**src/rtl/bfu_pkg.sv**
```systemverilog
package bfu_pkg;
   typedef enum logic [2:0] {
      BF_EXTS = 3'd0,
      BF_EXTU = 3'd1,
      BF_SET  = 3'd2,
      BF_CLR  = 3'd3,
      BF_CHG  = 3'd4,
      BF_TST  = 3'd5,
      BF_FFO  = 3'd6,
      BF_RSV  = 3'd7
   } bf_op_e;
endpackage

```
**src/rtl/bfu_field_align.sv**
```systemverilog
// Rotates the word so the field's first bit sits at the MSB, and builds
// the field masks in both the rotated and the original bit order.
module bfu_field_align #(
   parameter int DATA_W = 32,
   localparam int POS_W = $clog2(DATA_W)
) (
   input  logic [DATA_W-1:0] word,
   input  logic [POS_W-1:0]  off,
   input  logic [POS_W-1:0]  wid_code,
   output logic [POS_W:0]    len,
   output logic [DATA_W-1:0] rot,
   output logic [DATA_W-1:0] top_mask,
   output logic [DATA_W-1:0] word_mask
);
   localparam logic [POS_W:0] FULL_LEN = (POS_W+1)'(DATA_W);

   logic [2*DATA_W-1:0] rot_dbl;
   logic [2*DATA_W-1:0] msk_dbl;

   // zero code stands for a full-word field
   assign len = (wid_code == '0) ? FULL_LEN : {1'b0, wid_code};

   // rotate left by the offset; wrap comes for free from the doubling
   assign rot_dbl  = {word, word} << off;
   assign rot      = rot_dbl[2*DATA_W-1:DATA_W];

   assign top_mask = ~({DATA_W{1'b1}} >> len);

   // undo the rotation to place the mask over the original word
   assign msk_dbl   = {top_mask, top_mask} >> off;
   assign word_mask = msk_dbl[DATA_W-1:0];
endmodule

```
**src/rtl/bfu_first_one.sv**
```systemverilog
// Counts leading zeros of the masked, rotated field.
module bfu_first_one #(
   parameter int DATA_W = 32,
   localparam int POS_W = $clog2(DATA_W)
) (
   input  logic [DATA_W-1:0] vec,
   output logic              found,
   output logic [POS_W-1:0]  lead
);
   always_comb begin
      found = 1'b0;
      lead  = '0;
      for (int i = 0; i < DATA_W; i++) begin
         if (vec[i]) begin
            found = 1'b1;
            lead  = POS_W'(DATA_W - 1 - i);
         end
      end
   end
endmodule

```
**src/rtl/bitfield_unit.sv**
```systemverilog
module bitfield_unit
   import bfu_pkg::*;
#(
   parameter int DATA_W = 32,
   localparam int POS_W = $clog2(DATA_W)
) (
   input  logic              clk,
   input  logic              rst,
   input  logic              in_vld,
   input  logic [2:0]        in_op,
   input  logic [DATA_W-1:0] in_word,
   input  logic [POS_W-1:0]  in_off,
   input  logic [POS_W-1:0]  in_wid,
   output logic              out_vld,
   output logic [DATA_W-1:0] out_word,
   output logic              out_neg,
   output logic              out_zero
);
   localparam logic [POS_W:0] FULL_LEN = (POS_W+1)'(DATA_W);

   initial begin
      data_w_pow2_chk: assert (DATA_W >= 8 && (DATA_W & (DATA_W - 1)) == 0)
         else $fatal(1, "DATA_W must be a power of two, at least 8");
   end

   bf_op_e              op;
   logic [POS_W:0]      len;
   logic [DATA_W-1:0]   rot, top_mask, word_mask, field_hi;
   logic [DATA_W-1:0]   ext_u, ext_s, low_mask, res_d;
   logic [POS_W:0]      rshift;
   logic                ffo_found;
   logic [POS_W-1:0]    ffo_lead;
   logic [POS_W+1:0]    ffo_pos;
   logic                neg_d, zero_d;

   assign op = bf_op_e'(in_op);

   bfu_field_align #(.DATA_W(DATA_W)) u_align (
      .word      (in_word),
      .off       (in_off),
      .wid_code  (in_wid),
      .len       (len),
      .rot       (rot),
      .top_mask  (top_mask),
      .word_mask (word_mask)
   );

   assign field_hi = rot & top_mask;

   bfu_first_one #(.DATA_W(DATA_W)) u_ffo (
      .vec   (field_hi),
      .found (ffo_found),
      .lead  (ffo_lead)
   );

   // extraction: shift the left-justified field down to bit 0
   assign rshift   = FULL_LEN - len;
   assign ext_u    = field_hi >> rshift;
   assign low_mask = ~({DATA_W{1'b1}} << len);
   assign ext_s    = ext_u | (rot[DATA_W-1] ? ~low_mask : '0);

   // absolute position, no wrap
   assign ffo_pos = ffo_found ? ({2'b00, in_off} + {2'b00, ffo_lead})
                              : ({2'b00, in_off} + {1'b0, len});

   // flags come from the field before modification
   assign neg_d  = rot[DATA_W-1];
   assign zero_d = (field_hi == '0);

   always_comb begin
      unique case (op)
         BF_EXTS: res_d = ext_s;
         BF_EXTU: res_d = ext_u;
         BF_SET:  res_d = in_word | word_mask;
         BF_CLR:  res_d = in_word & ~word_mask;
         BF_CHG:  res_d = in_word ^ word_mask;
         BF_FFO:  res_d = DATA_W'(ffo_pos);
         default: res_d = in_word;
      endcase
   end

   // registered outputs, valid pulse follows the strobe
   always_ff @(posedge clk) begin
      if (rst) begin
         out_vld  <= 1'b0;
         out_word <= '0;
         out_neg  <= 1'b0;
         out_zero <= 1'b0;
      end else begin
         out_vld <= in_vld;
         if (in_vld) begin
            out_word <= res_d;
            out_neg  <= neg_d;
            out_zero <= zero_d;
         end
      end
   end


   vld_follow_chk: assert property (@(posedge clk) disable iff (rst)
      in_vld |=> out_vld);

   vld_single_chk: assert property (@(posedge clk) disable iff (rst)
      !in_vld |=> (!out_vld && $stable(out_word)));

   outside_keep_chk: assert property (@(posedge clk) disable iff (rst)
      (in_vld && (op == BF_SET || op == BF_CLR || op == BF_CHG)) |=>
      (((out_word ^ $past(in_word)) & ~$past(word_mask)) == '0));

   test_pass_chk: assert property (@(posedge clk) disable iff (rst)
      (in_vld && (op == BF_TST || op == BF_RSV)) |=> (out_word == $past(in_word)));

   ffo_bound_chk: assert property (@(posedge clk) disable iff (rst)
      (in_vld && op == BF_FFO) |=>
      (out_word <= DATA_W'({2'b00, $past(in_off)} + {1'b0, $past(len)})));

   extu_zero_chk: assert property (@(posedge clk) disable iff (rst)
      (in_vld && op == BF_EXTU) |=> (out_zero == (out_word == '0)));
endmodule

```
**config.mk**
```make
export PLATFORM = sky130hd
export DESIGN_NAME = bitfield_unit
export DESIGN_NICKNAME = d
export VERILOG_FILES = /design/src/rtl/bfu_pkg.sv /design/src/rtl/bfu_field_align.sv /design/src/rtl/bfu_first_one.sv /design/src/rtl/bitfield_unit.sv
export SDC_FILE = /design/constraint.sdc
export NUM_CORES = 1
export LEC_CHECK = 0
export ABC_CLOCK_PERIOD_IN_PS = 5470
export BUFFER_PORTS_ARGS = -buffer_cell sky130_fd_sc_hd__clkbuf_2
export CAP_MARGIN = 20
export CORE_MARGIN = 3
export CORE_UTILIZATION = 50
export CTS_BUF_LIST = sky130_fd_sc_hd__clkbuf_8
export CTS_CLUSTER_DIAMETER = 60
export DETAILED_ROUTE_END_ITERATION = 6
export PLACE_DENSITY_LB_ADDON = 0.25
export SYNTH_ARGS = -nofsm -noshare
export SYNTH_HDL_FRONTEND = slang
export SYNTH_SLANG_ARGS = --single-unit
```
**constraint.sdc**
```tcl
create_clock -name clk -period 5.47 [get_ports clk]
set_clock_uncertainty 0.05 [all_clocks]
set_input_delay 0.547 -clock clk [delete_from_list [all_inputs] [get_ports clk]]
set_output_delay 0.547 -clock clk [all_outputs]
set_load 0.05 [all_outputs]
```
==> metrics.yaml, run 1 <==
ys_types: 91
ios: 83
regArea_um2: 701
tightest_slew_ns: 1.20
antenna_left: 0
grt_usage_pct: 47.0
core-area_um2: 22200
grt_use_met1_pct: 61.7
gp_congestion: 1.08
synthCells: 1506
die_h_um: 158
start_util_pct: 51.9
avgSynthCellArea_um2: 7.66
cts_tree: "yes"
postCtsSetupRepairBufs: 0
power_density_nw_per_um2: 170
synth.cell_area_um2: 11500
cp.arrival_ns: 5.37
hp-start: "out_word[28]"
tns_ns: 0
root_buffer: "clkbuf_8"
antenna_found_initial: 2
reg2reg_slack_ns: 3.78
layout-drive-gt1-share_pct: 23.9
synth_fa_ha_area_share_pct: 8.72
ys_warn_count: 0
grt_pass1_wl_um: 87500
r2r_start: "out_word[3]"
clock_latency_ns: 0.29
crit_required_ns: 5.61
via_per_inst: 7.62
cts_buffers: 5
ys_seq_area_share_pct: 6.08
fin_cells: 1888
portBuffers: 82
criticalPathCategory: "input port to register"
top_usage_layer: "met2"
dieArea_um2: 24900
slew_violations: 0
routedWlPerCell_um: 31.7
p_leak_nw: 5.63
synth_mux_area_share_pct: 31.0
cts_sinks: 35
grt_max_degree: 47
ys.flop_type: "dfxtp_1"
synth_nets: 1633
r2r-end: "out_word[3]"
placed_area_um2: 12800
final_area_um2: 12900
clk_pin_slew_worst_paths_ns: 0.09
maxCapViolations: 0
rr_worst_depth: 6
status: "finished, violations left"
totalWireLength_um: 59900
maxSlewHeadroom_pct: 19.7
multi_input_area_um2: 9990
clk_path_buf_depth: 2
grt_pass1_vias: 13410
synthSimpleGateAreaFrac_pct: 15.9
synth-edff-count: 0
path_max_fanout: 9
synthArstFlopShare_pct: 0
placed_cells: 1880
synth_xor_area_share_pct: 0.912
grt-ovfl-total: 0
vias: 14394
startpoint: "in_wid[1]"
met2_usage_pct: 67.9
dp_hpwl_um: 47300
violations: "design-rule violations"
vdd_drop_max_uv: 156
start_kind: "input port"
postCtsHoldBufs: 0
endpoint_kind: "register"
fmax_ghz: 0.191
area_delta_synth_final_pct: 11.9
crit_end: "out_word[0]"
min_period_over_period_pct: 95.6
nets: 1734
yosys_register_bits: 35
fin_crit_ns: 5.23
grt_setup_unrepaired: "false"
cts_resized: 0
synth_top_family_by_area: "multiplexers"
dieWidth_um: 158
hold_path_class: "register to register"
finalHoldViolations: 0
drc: 1
nFillCells: 2127
use_met3_pct: 12.8
row_count: 54
drt_iter0_drc: 2675
antenna_cells: 0
firstDrtPassIters: 7
synth_compound_area_share_pct: 29.9
cts.htree.levels: 2
finalSetupViolations: 0
## flip-flops by register name, indices dropped and copies added (netlist names)
signal and count:
out_word 32, out_vld 1, out_neg 1, out_zero 1
## Yosys cell counts (all sizes together) (5+ instances only)
library cell / count / share of area, %
clkbuf: 93 / 3.0
or2: 9 / 0.49
o21a: 11 / 0.72
mux2: 44 / 4.4
o31ai: 8 / 0.52
a222oi: 5 / 0.43
a21o: 16 / 1.0
buf: 46 / 2.6
o211ai: 20 / 1.3
a22oi: 24 / 1.6
ha: 78 / 8.5
a311oi: 7 / 0.53
dfxtp: 35 / 6.1
o21bai: 8 / 0.52
nor2: 139 / 4.5
nor3: 29 / 1.3
xnor2: 8 / 0.61
and2: 8 / 0.43
mux2i: 151 / 13
or3: 8 / 0.43
and3: 6 / 0.33
a32oi: 5 / 0.38
a31oi: 13 / 0.71
a22o: 12 / 0.91
o32ai: 7 / 0.53
inv: 54 / 1.8
a211oi: 16 / 1.0
nand2b: 10 / 0.54
nand3: 25 / 1.1
a21oi: 115 / 5.1
o221ai: 16 / 1.2
o22a: 5 / 0.38
a221oi: 17 / 1.3
nor2b: 6 / 0.33
mux4: 69 / 13
a211o: 8 / 0.61
nor4: 13 / 0.92
o22ai: 40 / 2.2
nand2: 142 / 4.6
o21ai: 108 / 4.8
## cell families after synthesis
group | after synthesis
AOI/OAI and AO/OA | 511
buffers and inverters | 196
DFF | 35
xor gates and xnor gates | 12
adders and majority gates | 80
and+or+nand+nor | 408
muxes | 264
## critical path, stage by stage
cell	delay (ns)
clkbuf_2	0.18
or4_1	0.66
nor2_1	0.69
nor2_1	0.40
buf_4	0.28
a21boi_0	0.15
mux2i_1	0.22
mux4_2	0.27
inv_1	0.13
ha_1	0.22
a21oi_1	0.15
o221ai_1	0.16
a21oi_1	0.34
o21ai_0	0.18
nor4_1	0.29
buf_4	0.18
a21oi_2	0.07
a221o_1	0.26
## report_power, final
group | internal [mW] | total (mW) | switching [mW]
sequential | 0.277 | 0.293 | 0.0158
combinational | 0.612 | 1.70 | 1.09
clock | 0.0889 | 0.201 | 0.113
## cell usage in the layout (no fill, tap or decap), types with 24 or more instances in the layout
master,netlist,routed
inv_1,52,52
mux2_2,39,39
nand2_1,141,141
mux4_2,69,69
nand3_1,25,25
a22oi_1,24,24
dfxtp_1,35,35
ha_1,78,78
mux2i_1,151,151
nor3_1,28,27
o22ai_1,40,40
o21ai_0,102,102
buf_4,6,151
a21oi_1,113,113
nor2_1,139,139
clkbuf_2,0,80
## layout make-up
class,instances,area share [%]
Multi-Input combinational cell,1275,77.4
Timing Repair Buffer,233,12.1
Sequential cell,35,5.43
Tap cell,280,2.72
Inverter,57,1.66
Clock buffer,5,0.533
Clock inverter,3,0.155
## through the flow
step	worst slack, ns	util [%]	hold WS [ns]	power, mW
final	0.239	58.0	0.420	2.20
after detailed placement	0.107	57.6	0.399	1.92
after global routing	0.0928	58.0	0.446	2.28
after CTS	0.410	58.0	0.421	2.12
after global placement	0.116	57.6	0.390	1.91
after floorplan	0.149	-	0.624	1.35
## worst min path at each step
stage / slack (ns) / cells past startpoint / endpoint
2_1_floorplan: 0.62 / 2 / out_word[28]
3_3_place_gp: 0.39 / 2 / out_word[28]
3_5_place_dp: 0.40 / 2 / out_word[28]
4_1_cts: 0.42 / 2 / out_word[28]
5_1_grt: 0.45 / 2 / out_word[24]
6_report: 0.42 / 2 / out_word[28]
## metal layers
metal  part of all wire [%]  vias up
li1                       -     6003
met1                     37     6729
met2                     40     1322
met3                     15      336
met4                    8.5        4
met5                  0.045        -
Note: power is estimated with default switching activity, not from simulation.
==> inputs of run 2 (changes only) <==
- CORE_UTILIZATION: 50 -> 55
- RECOVER_POWER: unset -> 50
==> run 2 against run 1 <==
Against the previous run:
- the run still ends with design-rule violations left
- clock power is essentially flat
- first-iteration DRC count shrank 9.0%
- sequential share of layout area grew 0.073 points
- critical path depth grew 2
- final area shrank 1.3%
- combinational power is essentially flat
- setup slack gained 0.14 ns
- wire length shrank 2.0%
- via count shrank 0.93%
- count of clock-buffer cells in the layout is the same
- sequential cell count is the same
==> metrics.yaml, run 2 (synthesized netlist as in run 1, its figures left out) <==
dp_hpwl_um: 44500
grt_setup_unrepaired: "false"
finalHoldViolations: 0
routedWlPerCell_um: 31.6
maxCapViolations: 0
drc: 9
holdWs_ns: 0.427
min_period_over_period_pct: 93.1
start_util_pct: 56.4
gp_congestion: 1.12
r2r_start: "out_word[2]"
fmax_ghz: 0.196
via_per_inst: 7.69
clock_latency_ns: 0.30
clk_pin_slew_worst_paths_ns: 0.09
dieArea_um2: 22700
slowest_stage: "mux2i_1"
nFillCells: 1881
antenna_found_initial: 4
slew_violations: 0
regArea_um2: 701
reg2reg_slack_ns: 3.80
criticalPathCategory: "input port to register"
antenna_left: 0
finalSetupViolations: 0
layout_commonest_cell: "mux2i_1"
root_buffer: "clkbuf_8"
drt_iter0_drc: 2435
cts_tree: "yes"
core-area_um2: 20400
final_cell_mix: "mux2i_1 (151), nand2_1 (141), nor2_1 (138)"
grt_usage_pct: 50.4
dieWidth_um: 151
worstHoldPathCells: 2
cts.htree.levels: 2
grt_pass1_wl_um: 84900
path_max_fanout: 25
nets: 1708
grt_max_degree: 51
postCtsSetupRepairBufs: 0
cts_buffers: 5
largest-register: "out_word"
tns_ns: 0
clk_path_buf_depth: 2
largest_reg_flops: 32
portBuffers: 82
rr_worst_depth: 5
ios: 83
cts_sinks: 35
power_density_nw_per_um2: 172
p_leak_nw: 5.42
cp.arrival_ns: 5.23
endpoint_kind: "register"
vdd_drop_max_uv: 180
whs_endpoint: "out_word[31]"
path_cells: "buf_4 -> buf_12 -> mux2i_1 -> a222oi_1 -> a32o_1 -> o21a_1 -> a21boi_0 -> o2111ai_1 -> or3_1 -> a211o_1 -> a311oi_1 -> ha_1 -> inv_1 -> fa_1 -> inv_1 -> a21o_1 -> a21oi_1 -> xnor2_1 -> a311oi_1 -> a32oi_1"
startpoint: "in_off[0]"
maxSlewHeadroom_pct: 31.7
start_kind: "input port"
placed_cells: 1844
fin_cells: 1855
status: "finished, violations left"
grt-ovfl-total: 0
area_delta_synth_final_pct: 10.4
r2r-end: "out_word[2]"
vias: 14260
fin_crit_ns: 5.09
cts_resized: 0
firstDrtPassIters: 7
violations: "design-rule violations"
die_h_um: 151
hp-start: "out_word[31]"
crit_path_max_incr_delay_ns: 0.44
hold_path_class: "register to register"
multi_input_area_um2: 9990
tightest_slew_ns: 1.02
totalWireLength_um: 58700
crit_required_ns: 5.61
row_count: 52
layout-drive-gt1-share_pct: 20.4
grt_pass1_vias: 13127
final_util_pct: 62.3
postCtsHoldBufs: 0
-- run 2: cell count changes in the layout (fill, tap and decap cells not counted) --
cell	previous run	this run
nor2_2	0	1
inv_1	52	53
nor2_1	139	138
clkbuf_2	80	45
diode_2	0	3
buf_4	151	119
clkinvlp_4	2	1
buf_12	1	7
clkbuf_1	0	35
-- run 2: critical path: cells and delay by family --
kind                       cells  cell delay, ns
buffers and inverters          4            0.75
and+or+nand+nor                1            0.39
AOI/OAI and AO/OA             11            2.31
muxes                          1            0.44
adders and majority gates      2            0.66
xor gates and xnor gates       1            0.13
-- run 2: power by group --
part	internal [mW]	leakage, nW	switching [mW]	total [mW]
Sequential	0.277	0.288	0.0161	0.293
Combinational	0.599	5.09	1.10	1.70
Clock	0.0874	0.0454	0.111	0.198
Total	0.963	5.42	1.23	2.19
-- run 2: layout make-up --
| type | count | area share, % |
|---|---|---|
| clock buffer | 5 | 0.541 |
| antenna | 3 | 0.0590 |
| clock inverter | 3 | 0.128 |
| sequential | 35 | 5.50 |
| multi-input combinational | 1275 | 78.5 |
| timing repair buffer | 207 | 11.0 |
| tap | 270 | 2.65 |
| inverter | 57 | 1.68 |
-- run 2: per-stage QoR --
step | power [mW] | cell area, um2 | setup slack, ns
after CTS | 2.10 | 12800 | 0.466
after global routing | 2.26 | 12700 | 0.129
after detailed placement | 1.90 | 12700 | 0.161
after global placement | 1.89 | 12700 | 0.259
after floorplan | 1.35 | 11500 | 0.149
final | 2.19 | 12700 | 0.375
-- run 2: worst max path at each step --
stage,end,slack (ns),cells past startpoint
after CTS,out_word[4],0.47,19
after global routing,out_word[4],0.13,20
after global placement,out_word[4],0.26,20
final,out_word[4],0.38,20
after detailed placement,out_word[4],0.16,19
after floorplan,out_word[4],0.15,24
-- run 2: metal layers --
layer | share of wire [%] | GRT usage, % | vias up
met3 | 16 | 18.1 | 340
li1 | - | - | 5939
met4 | 9.2 | 34.5 | 2
met5 | 0.017 | 0 | -
met1 | 35 | 63.7 | 6597
met2 | 40 | 71.2 | 1382
